===== config.mk =====
export PLATFORM = sky130hd
export DESIGN_NAME = ycc_lane_demux
export DESIGN_NICKNAME = d
export VERILOG_FILES = /design/src/rtl/ycc_pkg.sv /design/src/rtl/ycc_rst_sync.sv /design/src/rtl/ycc_phase_ctr.sv /design/src/rtl/ycc_capture.sv /design/src/rtl/ycc_lane_demux.sv
export SDC_FILE = /design/constraint.sdc
export NUM_CORES = 1
export LEC_CHECK = 0
export BUFFER_PORTS_ARGS = -buffer_cell sky130_fd_sc_hd__buf_4
export CORE_ASPECT_RATIO = 0.5
export CORE_UTILIZATION = 48
export CTS_CLUSTER_DIAMETER = 50
export DETAILED_ROUTE_END_ITERATION = 10
export PLACE_DENSITY = 0.79
export RECOVER_POWER = 25
export REMOVE_ABC_BUFFERS = 1
export SYNTH_ARGS = -nofsm -noshare
export SYNTH_HDL_FRONTEND = slang
export SYNTH_SLANG_ARGS = --single-unit

===== constraint.sdc =====
create_clock -name clk -period 3.8 [get_ports clk]
set_input_delay 0.19 -clock clk [delete_from_list [all_inputs] [get_ports clk]]
set_output_delay 0.19 -clock clk [all_outputs]
set_load 0.1 [all_outputs]

===== src/rtl/ycc_pkg.sv =====
package ycc_pkg;
  // Position within a four-sample 4:2:2 group
  typedef enum logic [1:0] {
    PH_CB = 2'd0,
    PH_YA = 2'd1,
    PH_CR = 2'd2,
    PH_YB = 2'd3
  } ph_t;
endpackage


===== src/rtl/ycc_rst_sync.sv =====
module ycc_rst_sync #(
  parameter int STAGES = 2
) (
  input  logic clk,
  input  logic rst_n,
  output logic rst_sync_n
);
  logic [STAGES-1:0] chain_q;
  logic [STAGES-1:0] chain_d;

  always_comb chain_d = {chain_q[STAGES-2:0], 1'b1};

  always_ff @(posedge clk or negedge rst_n) begin
    if (!rst_n) chain_q <= '0;
    else        chain_q <= chain_d;
  end

  assign rst_sync_n = chain_q[STAGES-1];
endmodule


===== src/rtl/ycc_phase_ctr.sv =====
module ycc_phase_ctr
  import ycc_pkg::*;
(
  input  logic clk,
  input  logic rst_n,
  input  logic line_start,
  output ph_t  ph_eff
);
  ph_t ph_q;
  ph_t ph_d;

  always_comb begin
    ph_eff = line_start ? PH_CB : ph_q;
    ph_d   = ph_t'(ph_eff + 2'd1);
  end

  always_ff @(posedge clk or negedge rst_n) begin
    if (!rst_n) ph_q <= PH_CB;
    else        ph_q <= ph_d;
  end

  // a line-start pulse puts the next slot at the first luma position
  a_r6_realign: assert property (@(posedge clk) disable iff (!rst_n)
    line_start |=> (ph_q == PH_YA));

  // without a pulse the slot advances by one and wraps
  a_r9_advance: assert property (@(posedge clk) disable iff (!rst_n)
    !line_start |=> (ph_q == ph_t'($past(ph_q) + 2'd1)));
endmodule


===== src/rtl/ycc_capture.sv =====
module ycc_capture
  import ycc_pkg::*;
#(
  parameter int DW = 8
) (
  input  logic          clk,
  input  logic          rst_n,
  input  logic          wide_mode,
  input  ph_t           ph,
  input  logic [2*DW-1:0] pix_in,
  output logic [DW-1:0] y_out,
  output logic [DW-1:0] cb_out,
  output logic [DW-1:0] cr_out,
  output logic          out_valid,
  output logic          out_even
);
  localparam logic [DW-1:0] CODE_LO = DW'(1);
  localparam logic [DW-1:0] CODE_HI = {{(DW-1){1'b1}}, 1'b0};

  function automatic logic [DW-1:0] clamp(input logic [DW-1:0] v);
    if (v < CODE_LO)      return CODE_LO;
    else if (v > CODE_HI) return CODE_HI;
    else                  return v;
  endfunction

  logic [DW-1:0] luma_in, chroma_in;
  logic [DW-1:0] cb_hold_q, cb_hold_d;
  logic [DW-1:0] y_hold_q,  y_hold_d;
  logic [DW-1:0] y_d, cb_d, cr_d;
  logic          valid_d, even_d;
  logic          cb_hold_en, y_hold_en, y_en, pair_en;

  always_comb begin
    luma_in   = clamp(pix_in[DW-1:0]);
    chroma_in = wide_mode ? clamp(pix_in[2*DW-1:DW]) : clamp(pix_in[DW-1:0]);
  end

  // Next-state and enables
  always_comb begin
    cb_hold_en = 1'b0;
    y_hold_en  = 1'b0;
    y_en       = 1'b0;
    pair_en    = 1'b0;
    valid_d    = 1'b0;
    even_d     = 1'b0;
    cb_hold_d  = chroma_in;
    y_hold_d   = luma_in;
    y_d        = luma_in;
    cb_d       = cb_hold_q;
    cr_d       = chroma_in;
    unique case (ph)
      PH_CB: begin
        cb_hold_en = 1'b1;
        y_hold_en  = wide_mode;
      end
      PH_YA: begin
        y_hold_en  = !wide_mode;
      end
      PH_CR: begin
        y_en      = 1'b1;
        y_d       = y_hold_q;
        pair_en   = 1'b1;
        valid_d   = 1'b1;
        even_d    = 1'b1;
        y_hold_en = wide_mode;
      end
      PH_YB: begin
        y_en    = 1'b1;
        y_d     = wide_mode ? y_hold_q : luma_in;
        valid_d = 1'b1;
      end
      default: ;
    endcase
  end

  // Registers
  always_ff @(posedge clk or negedge rst_n) begin
    if (!rst_n) begin
      cb_hold_q <= '0;
      y_hold_q  <= '0;
      y_out     <= '0;
      cb_out    <= '0;
      cr_out    <= '0;
      out_valid <= 1'b0;
      out_even  <= 1'b0;
    end else begin
      if (cb_hold_en) cb_hold_q <= cb_hold_d;
      if (y_hold_en)  y_hold_q  <= y_hold_d;
      if (y_en)       y_out     <= y_d;
      if (pair_en) begin
        cb_out <= cb_d;
        cr_out <= cr_d;
      end
      out_valid <= valid_d;
      out_even  <= even_d;
    end
  end

  // chroma pair moves only together with an even-flagged sample
  a_r8_pair_hold: assert property (@(posedge clk) disable iff (!rst_n)
    (!$stable(cb_out) || !$stable(cr_out)) |-> (out_valid && out_even));

  // no out-of-range code reaches a valid output
  a_r7_range: assert property (@(posedge clk) disable iff (!rst_n)
    out_valid |-> (y_out >= CODE_LO && y_out <= CODE_HI &&
                   cb_out >= CODE_LO && cb_out <= CODE_HI &&
                   cr_out >= CODE_LO && cr_out <= CODE_HI));

  // an even sample is followed by its odd partner
  a_r3_odd_follows: assert property (@(posedge clk) disable iff (!rst_n)
    (out_valid && out_even) |=> (out_valid && !out_even));

  // the slot after the odd sample never carries output
  a_r9_gap: assert property (@(posedge clk) disable iff (!rst_n)
    (out_valid && !out_even) |=> !out_valid);
endmodule


===== src/rtl/ycc_lane_demux.sv =====
module ycc_lane_demux
  import ycc_pkg::*;
#(
  parameter int DW        = 8,
  parameter int RST_STAGE = 2
) (
  input  logic            clk,
  input  logic            rst_n,
  input  logic            wide_mode,
  input  logic            line_start,
  input  logic [2*DW-1:0] pix_in,
  output logic [DW-1:0]   y_out,
  output logic [DW-1:0]   cb_out,
  output logic [DW-1:0]   cr_out,
  output logic            out_valid,
  output logic            out_even
);
  logic rst_int_n;
  ph_t  ph;

  ycc_rst_sync #(.STAGES(RST_STAGE)) u_rst (
    .clk        (clk),
    .rst_n      (rst_n),
    .rst_sync_n (rst_int_n)
  );

  ycc_phase_ctr u_phase (
    .clk        (clk),
    .rst_n      (rst_int_n),
    .line_start (line_start),
    .ph_eff     (ph)
  );

  ycc_capture #(.DW(DW)) u_cap (
    .clk       (clk),
    .rst_n     (rst_int_n),
    .wide_mode (wide_mode),
    .ph        (ph),
    .pix_in    (pix_in),
    .y_out     (y_out),
    .cb_out    (cb_out),
    .cr_out    (cr_out),
    .out_valid (out_valid),
    .out_even  (out_even)
  );

  // outputs are quiet while the port reset is held
  a_r1_reset_quiet: assert property (@(posedge clk)
    !rst_n |-> (!out_valid && y_out == '0 && cb_out == '0 && cr_out == '0));
endmodule


==> metrics.yaml, run 1 <==
synth_area_leaders: "dfrtp_1, mux2_2, nor2_1"
cts_hold_buf: 1
ir_worst_vdd_mv: 0.397
die_y_um: 48.3
clk_pin_slew_ns: 0.08
post-dp-hpwl_um: 2750
synth.largest_area_cell: "dfrtp_1"
pwr-share-seq_pct: 34.3
outcome: "finished clean"
p_per_area_mw_per_mm2: 844
timing.fmax_mhz: 461
p_int_uw: 927
post_cts_buffers: 0
min_from: "pix_in[4]"
worstPathArrival_ns: 2.34
synth_warnings: 0
rows: 16
antenna_found_initial: 0
drc: 0
grt_pass1_vias: 1201
port_buffers: 45
relSlewSlack_pct: 21.8
pre_cts_slack_ns: 1.58
rsz0062_at_grt: "false"
yosysUniqueCellTypes: 32
cts.sinks: 46
core_mm2: 0.00400
required_ns: 3.98
grt_max_degree: 45
diodes: 0
htree_levels: 2
cp_max_fo: 29
gp_congestion: 0.755
r2r_start: "u_phase.ph_q[1]"
fp.dieW_um: 94.6
io-pin-count: 46
grt_pass1_wl_um: 5850
die_area_mm2: 0.00456
num-fill-cells: 359
drtAntennaViolNets: 0
synth_top_cell_area_share_pct: 56.0
combPwrFrac_pct: 51.2
cts_tree: "built"
drive_gt1_share_pct: 26.6
finalCritPeriodShare_pct: 57.1
leakage_nw: 1.07
post_cts_resized: 0
drv_slew: 0
clk_latency_ns: 0.29
synth.avg_cell_area_um2: 12.2
stdcell_count: 268
max_slew.worst_pin.slew_ns: 1.18
seq_area_frac_synth_pct: 56.0
p_clk_share_pct: 14.4
min_period_ns: 2.17
power_mw: 2.02
fin_nets: 238
fin_setup_tns_ns: 0
cts-root-buf: "clkbuf_8"
start_util_pct: 51.3
endpoint_kind: "flop"
wirelength_um: 3920
synth.ff_latch_count: 46
fin_skew_ns: 0.00461
worst_slack_ns: 1.63
placedCellCount: 260
worst-setup-path-type: "flop to flop"
track_usage_pct: 18.0
maxCapViolations: 0
setup_viol: 0
cts_made_buffers: 5
syn2layout_area_growth_pct: 16.7
clockBufferDepth: 2
crit_path_start: "u_phase.ph_q[1]"
viasPerCell: 5.18
drt_first_pass_iters: 6
grt-ovfl-total: 0
p_sw_share_pct: 54.2
netlist_instances: 169
drt-initial-drc-count: 71
finalHoldViolations: 0
p_switching_mw: 1.10
min_path_type: "primary input to flop"
startpoint_type: "flop"
avgRoutedWirePerCell_um: 14.6
netlist_area_mm2: 0.00206
final_cell_mix: "dfrtp_1, nor2_1, clkbuf_1"
vias: 1387
post-route-util_pct: 59.9
final_common_cell: "dfrtp_1"
-- final timing paths --
check | to | slack (ns) | cells after the start
min in group asynchronous | u_rst.chain_q[0] | 0.22 | 2
min reg2reg | u_rst.chain_q[1] | 0.35 | 0
min | u_cap.y_hold_q[4] | 0.15 | 2
max in group asynchronous | u_cap.cb_out[0] | 2.78 | 0
max | u_cap.cb_out[5] | 1.63 | 4
max reg2reg | u_cap.cb_out[5] | 1.63 | 4
-- cells in the mapped netlist --
cell / n
a21oi_1: 19
and2b_2: 1
o21ba_4: 1
a221oi_2: 1
a21o_2: 2
nand4_1: 3
clkbuf_8: 1
ha_1: 4
o21ai_0: 2
mux2i_1: 7
buf_6: 1
nor3_1: 2
nand2b_1: 1
nand3_1: 1
dfrtp_1: 46
buf_12: 1
nand2_1: 1
nand2b_4: 1
mux2_4: 6
inv_1: 3
nor4_1: 2
clkbuf_1: 1
nor2_1: 31
a2bb2oi_1: 1
conb_1: 1
buf_1: 2
inv_2: 1
mux2_2: 15
buf_2: 3
a32oi_1: 1
a221oi_1: 6
o21ai_4: 1
-- power groups by stage --
stage	clock [mW]	sequential [mW]	combinational (mW)
after floorplan	0	1.41	0.167
after global placement	0	0.703	1.10
after detailed placement	0	0.709	1.11
after CTS	0.301	0.700	1.12
after global routing	0.319	0.717	1.08
final	0.293	0.695	1.04
-- critical path: stages, from the launching register on --
cell      delay (ns)
dfrtp_1         0.34
nand2b_1        0.23
inv_1           0.16
ha_1            0.88
mux2_2          0.42
-- registers in the layout, summed over array words and instances, names as in the netlist --
name	count
u_cap.y_out	8
u_phase.ph_q	2
u_cap.cb_d	8
u_cap.out_even	1
u_cap.y_hold_q	8
u_cap.cr_out	8
u_rst.chain_q	2
u_cap.cb_out	8
u_cap.out_valid	1
-- logic make-up (layout without fill, tap and decap cells) --
group / after synthesis / count (layout) / synth area share [%]
adder cells (fa/ha/maj): 4 / 4 / 2.43
buffers and inverters: 13 / 58 / 4.20
AO/OA/AOI/OAI: 34 / 34 / 11.7
AND/OR/NAND/NOR: 43 / 43 / 9.49
flip-flops: 46 / 46 / 56.0
other: 1 / 1 / 0.182
multiplexers: 28 / 28 / 16.0
-- routing by layer --
metal / share of wire (%) / vias up / global-route usage (%)
met4: 1.0 / 0 / 6.67
met2: 48 / 22 / 29.4
met5: 0 / - / 0
li1: - / 686 / -
met1: 47 / 675 / 24.0
met3: 3.8 / 4 / 4.83
-- final cells by class --
cell class              instances  area [um2]  area share [%]
flip-flops and latches         46        1150            48.0
clock buffers                   7        86.3            3.60
repair buffers                 47         265            11.1
well taps                      54        67.6            2.82
multi-input cells             110         813            33.9
inverters                       4        15.0           0.626
-- metrics by stage --
step	cell area, um2	hold slack [ns]
after CTS	2490	0.136
final	2400	0.153
after detailed placement	2400	-0.0265
after global routing	2400	0.151
after floorplan	1980	-0.106
after global placement	2400	-0.0277
(Power assumes the default switching activity.)
==> run 2: changes to the inputs <==
PLACE_DENSITY = 0.82   (was 0.79)
clock period = 1.9 ns   (was 3.8 ns; I/O delays follow)
==> run 2 against run 1 <==
  * Maximum frequency grew 36%
  * Die area is the same
  * Core utilization grew 2.7 points
  * Power grew 110%
  * Wire length grew 2.7%
  * Non-clock buffer count grew 5
  * Cell count grew 1.9%
  * Critical path depth is the same
  * Worst setup slack lost 1.3 ns
  * Critical path type unchanged
==> metrics.yaml, run 2 (synthesis results as in run 1) <==
outcome: "finished clean"
relSlewSlack_pct: 38.0  # +16 points
drc: 0  # unchanged
viasPerCell: 5.25  # +1.4%
die_area_mm2: 0.00456  # unchanged
syn2layout_area_growth_pct: 22.0
finalCritPeriodShare_pct: 84.0  # +27 points
timing.fmax_mhz: 627  # +36%
post-dp-hpwl_um: 2980  # +8.5%
hold_path_depth: 2  # unchanged
fp.dieW_um: 94.6  # unchanged
drt_first_pass_iters: 4  # -2
grt-ovfl-total: 0  # unchanged
ff2ff_setup_slack_ns: 0.30  # -1.33 ns
gp_congestion: 0.741  # -1.8%
start_util_pct: 51.3  # unchanged
min_path_type: "primary input to flop"
grt_pass1_vias: 1346  # +12%
cts_made_buffers: 5  # unchanged
track_usage_pct: 18.7  # +0.71 points
htree_levels: 2  # unchanged
startpoint_type: "flop"
min_from: "pix_in[4]"
p_per_area_mw_per_mm2: 1670  # +98%
grt_pass1_wl_um: 6240  # +6.6%
core_mm2: 0.00400  # unchanged
path_cells: "nand2b_2 -> ha_1 -> buf_4 -> mux2_2"
drv_slew: 0  # unchanged
endpoint_kind: "flop"
fin_nets: 243  # +2.1%
cp_max_fo: 15  # -48%
grt_max_degree: 25  # -44%
pre_cts_slack_ns: 0.329  # -1.25 ns
vias: 1433  # +3.3%
rr_endpoint: "u_cap.cb_out[0]"
r2r_start: "u_phase.ph_q[0]"
ir_worst_vdd_mv: 1.08  # +170%
clk_latency_ns: 0.30  # about the same
clockBufferDepth: 2  # unchanged
antenna_found_initial: 0  # unchanged
finalHoldViolations: 0  # unchanged
cts-root-buf: "clkbuf_8"
setup_viol: 0  # unchanged
worst-setup-path-type: "flop to flop"
final_common_cell: "buf_4"
wirelength_um: 4020  # +2.7%
drtAntennaViolNets: 0  # unchanged
io-pin-count: 46  # unchanged
cts.sinks: 46  # unchanged
required_ns: 2.08  # -1.90 ns
rows: 16  # unchanged
clk_pin_slew_ns: 0.09  # about the same
min_period_ns: 1.60  # -0.573 ns
min_to: "u_cap.y_hold_q[4]"
max_slew.worst_pin.slew_ns: 0.931  # -0.247 ns
avgRoutedWirePerCell_um: 14.7  # +0.85%
drt-initial-drc-count: 93  # +31%
maxCapViolations: 0  # unchanged
critPathMaxStageDelay_ns: 0.39  # -0.49 ns
port_buffers: 45  # unchanged
leakage_nw: 1.17  # +9.0%
final_cell_mix: "buf_4, dfrtp_1, nor2_1"
worst_slack_ns: 0.305  # -1.33 ns
worstPathArrival_ns: 1.78  # -0.56 ns
drive_gt1_share_pct: 37.9  # +11 points
post_cts_buffers: 0  # unchanged
die_y_um: 48.3  # unchanged
diodes: 0  # unchanged
fin_skew_ns: 0.00949  # +0.00488 ns
reg2reg_depth: 4  # unchanged
cp_slowest_cell: "dfrtp_1"
rsz0062_at_grt: "false"
cts_tree: "built"
fin_setup_tns_ns: 0  # unchanged
-- run 2: cell count changes in the layout (fill, tap and decap cells not counted), sizes merged --
cell and change:
clkbuf -22, buf +27
-- run 2: worst max path at each step --
stage	from	endpoint	slack, ns	depth (start not counted)
after floorplan	u_phase.ph_q[1]	u_cap.y_out[4]	0.05	6
final	u_phase.ph_q[0]	u_cap.cb_out[0]	0.30	4
after global routing	u_rst.chain_q[1]	u_cap.cb_d[4]	0.22	1
after CTS	u_phase.ph_q[0]	u_cap.cb_out[0]	0.30	4
after global placement	u_phase.ph_q[1]	u_cap.y_hold_q[3]	0.38	5
after detailed placement	u_phase.ph_q[0]	u_cap.y_hold_q[5]	0.33	5
-- run 2: worst max-delay path: cells and delay by family, from the launching register on --
| kind | cells | cell delay [ns] |
|---|---|---|
| buf+inv | 1 | 0.27 |
| mux | 1 | 0.35 |
| simple gates | 1 | 0.10 |
| fa+ha+maj | 1 | 0.37 |
| flops | 1 | 0.39 |
-- run 2: power by group --
part	switching, mW	total, mW	internal (mW)
registers	0.148	1.38	1.23
clock network	0.310	0.564	0.254
logic	1.75	2.24	0.488
-- run 2: through the flow --
| stage | instance area [um2] | hold WS, ns | power (mW) | util [%] | std cells |
|---|---|---|---|---|---|
| floorplan | 1980 | -0.201 | 3.15 | - | 160 |
| global placement | 2440 | -0.123 | 3.63 | 60.8 | 265 |
| detailed placement | 2440 | -0.121 | 3.66 | 60.8 | 265 |
| CTS | 2520 | 0.0388 | 4.22 | 63.0 | 273 |
| global route | 2510 | 0.0523 | 4.36 | 62.7 | 273 |
| finish | 2510 | 0.0549 | 4.19 | 62.7 | 273 |
-- run 2: routing by layer --
layer / routed length (um) / vias to the layer above / track usage [%]
li1: - / 696 / -
met1: 1830 / 704 / 23.6
met2: 1950 / 30 / 32.2
met3: 218 / 3 / 5.45
met4: 21 / 0 / 6.67
met5: 0 / - / 0
-- run 2: layout make-up --
cell class              count  area, um2
well taps                  54       67.6
flip-flops and latches     46       1150
repair buffers             52        385
clock buffers               7       76.3
multi-input cells         110        813
fillers                   333       1500
inverters                   4       15.0
-- run 2: what timing repair did --
item | in CTS | in global routing
endpoints found under the hold margin | 2 | 0
gates resized for setup | 0 | 0
setup endpoints to repair | 0 | 0
hold buffers | 1 | 0
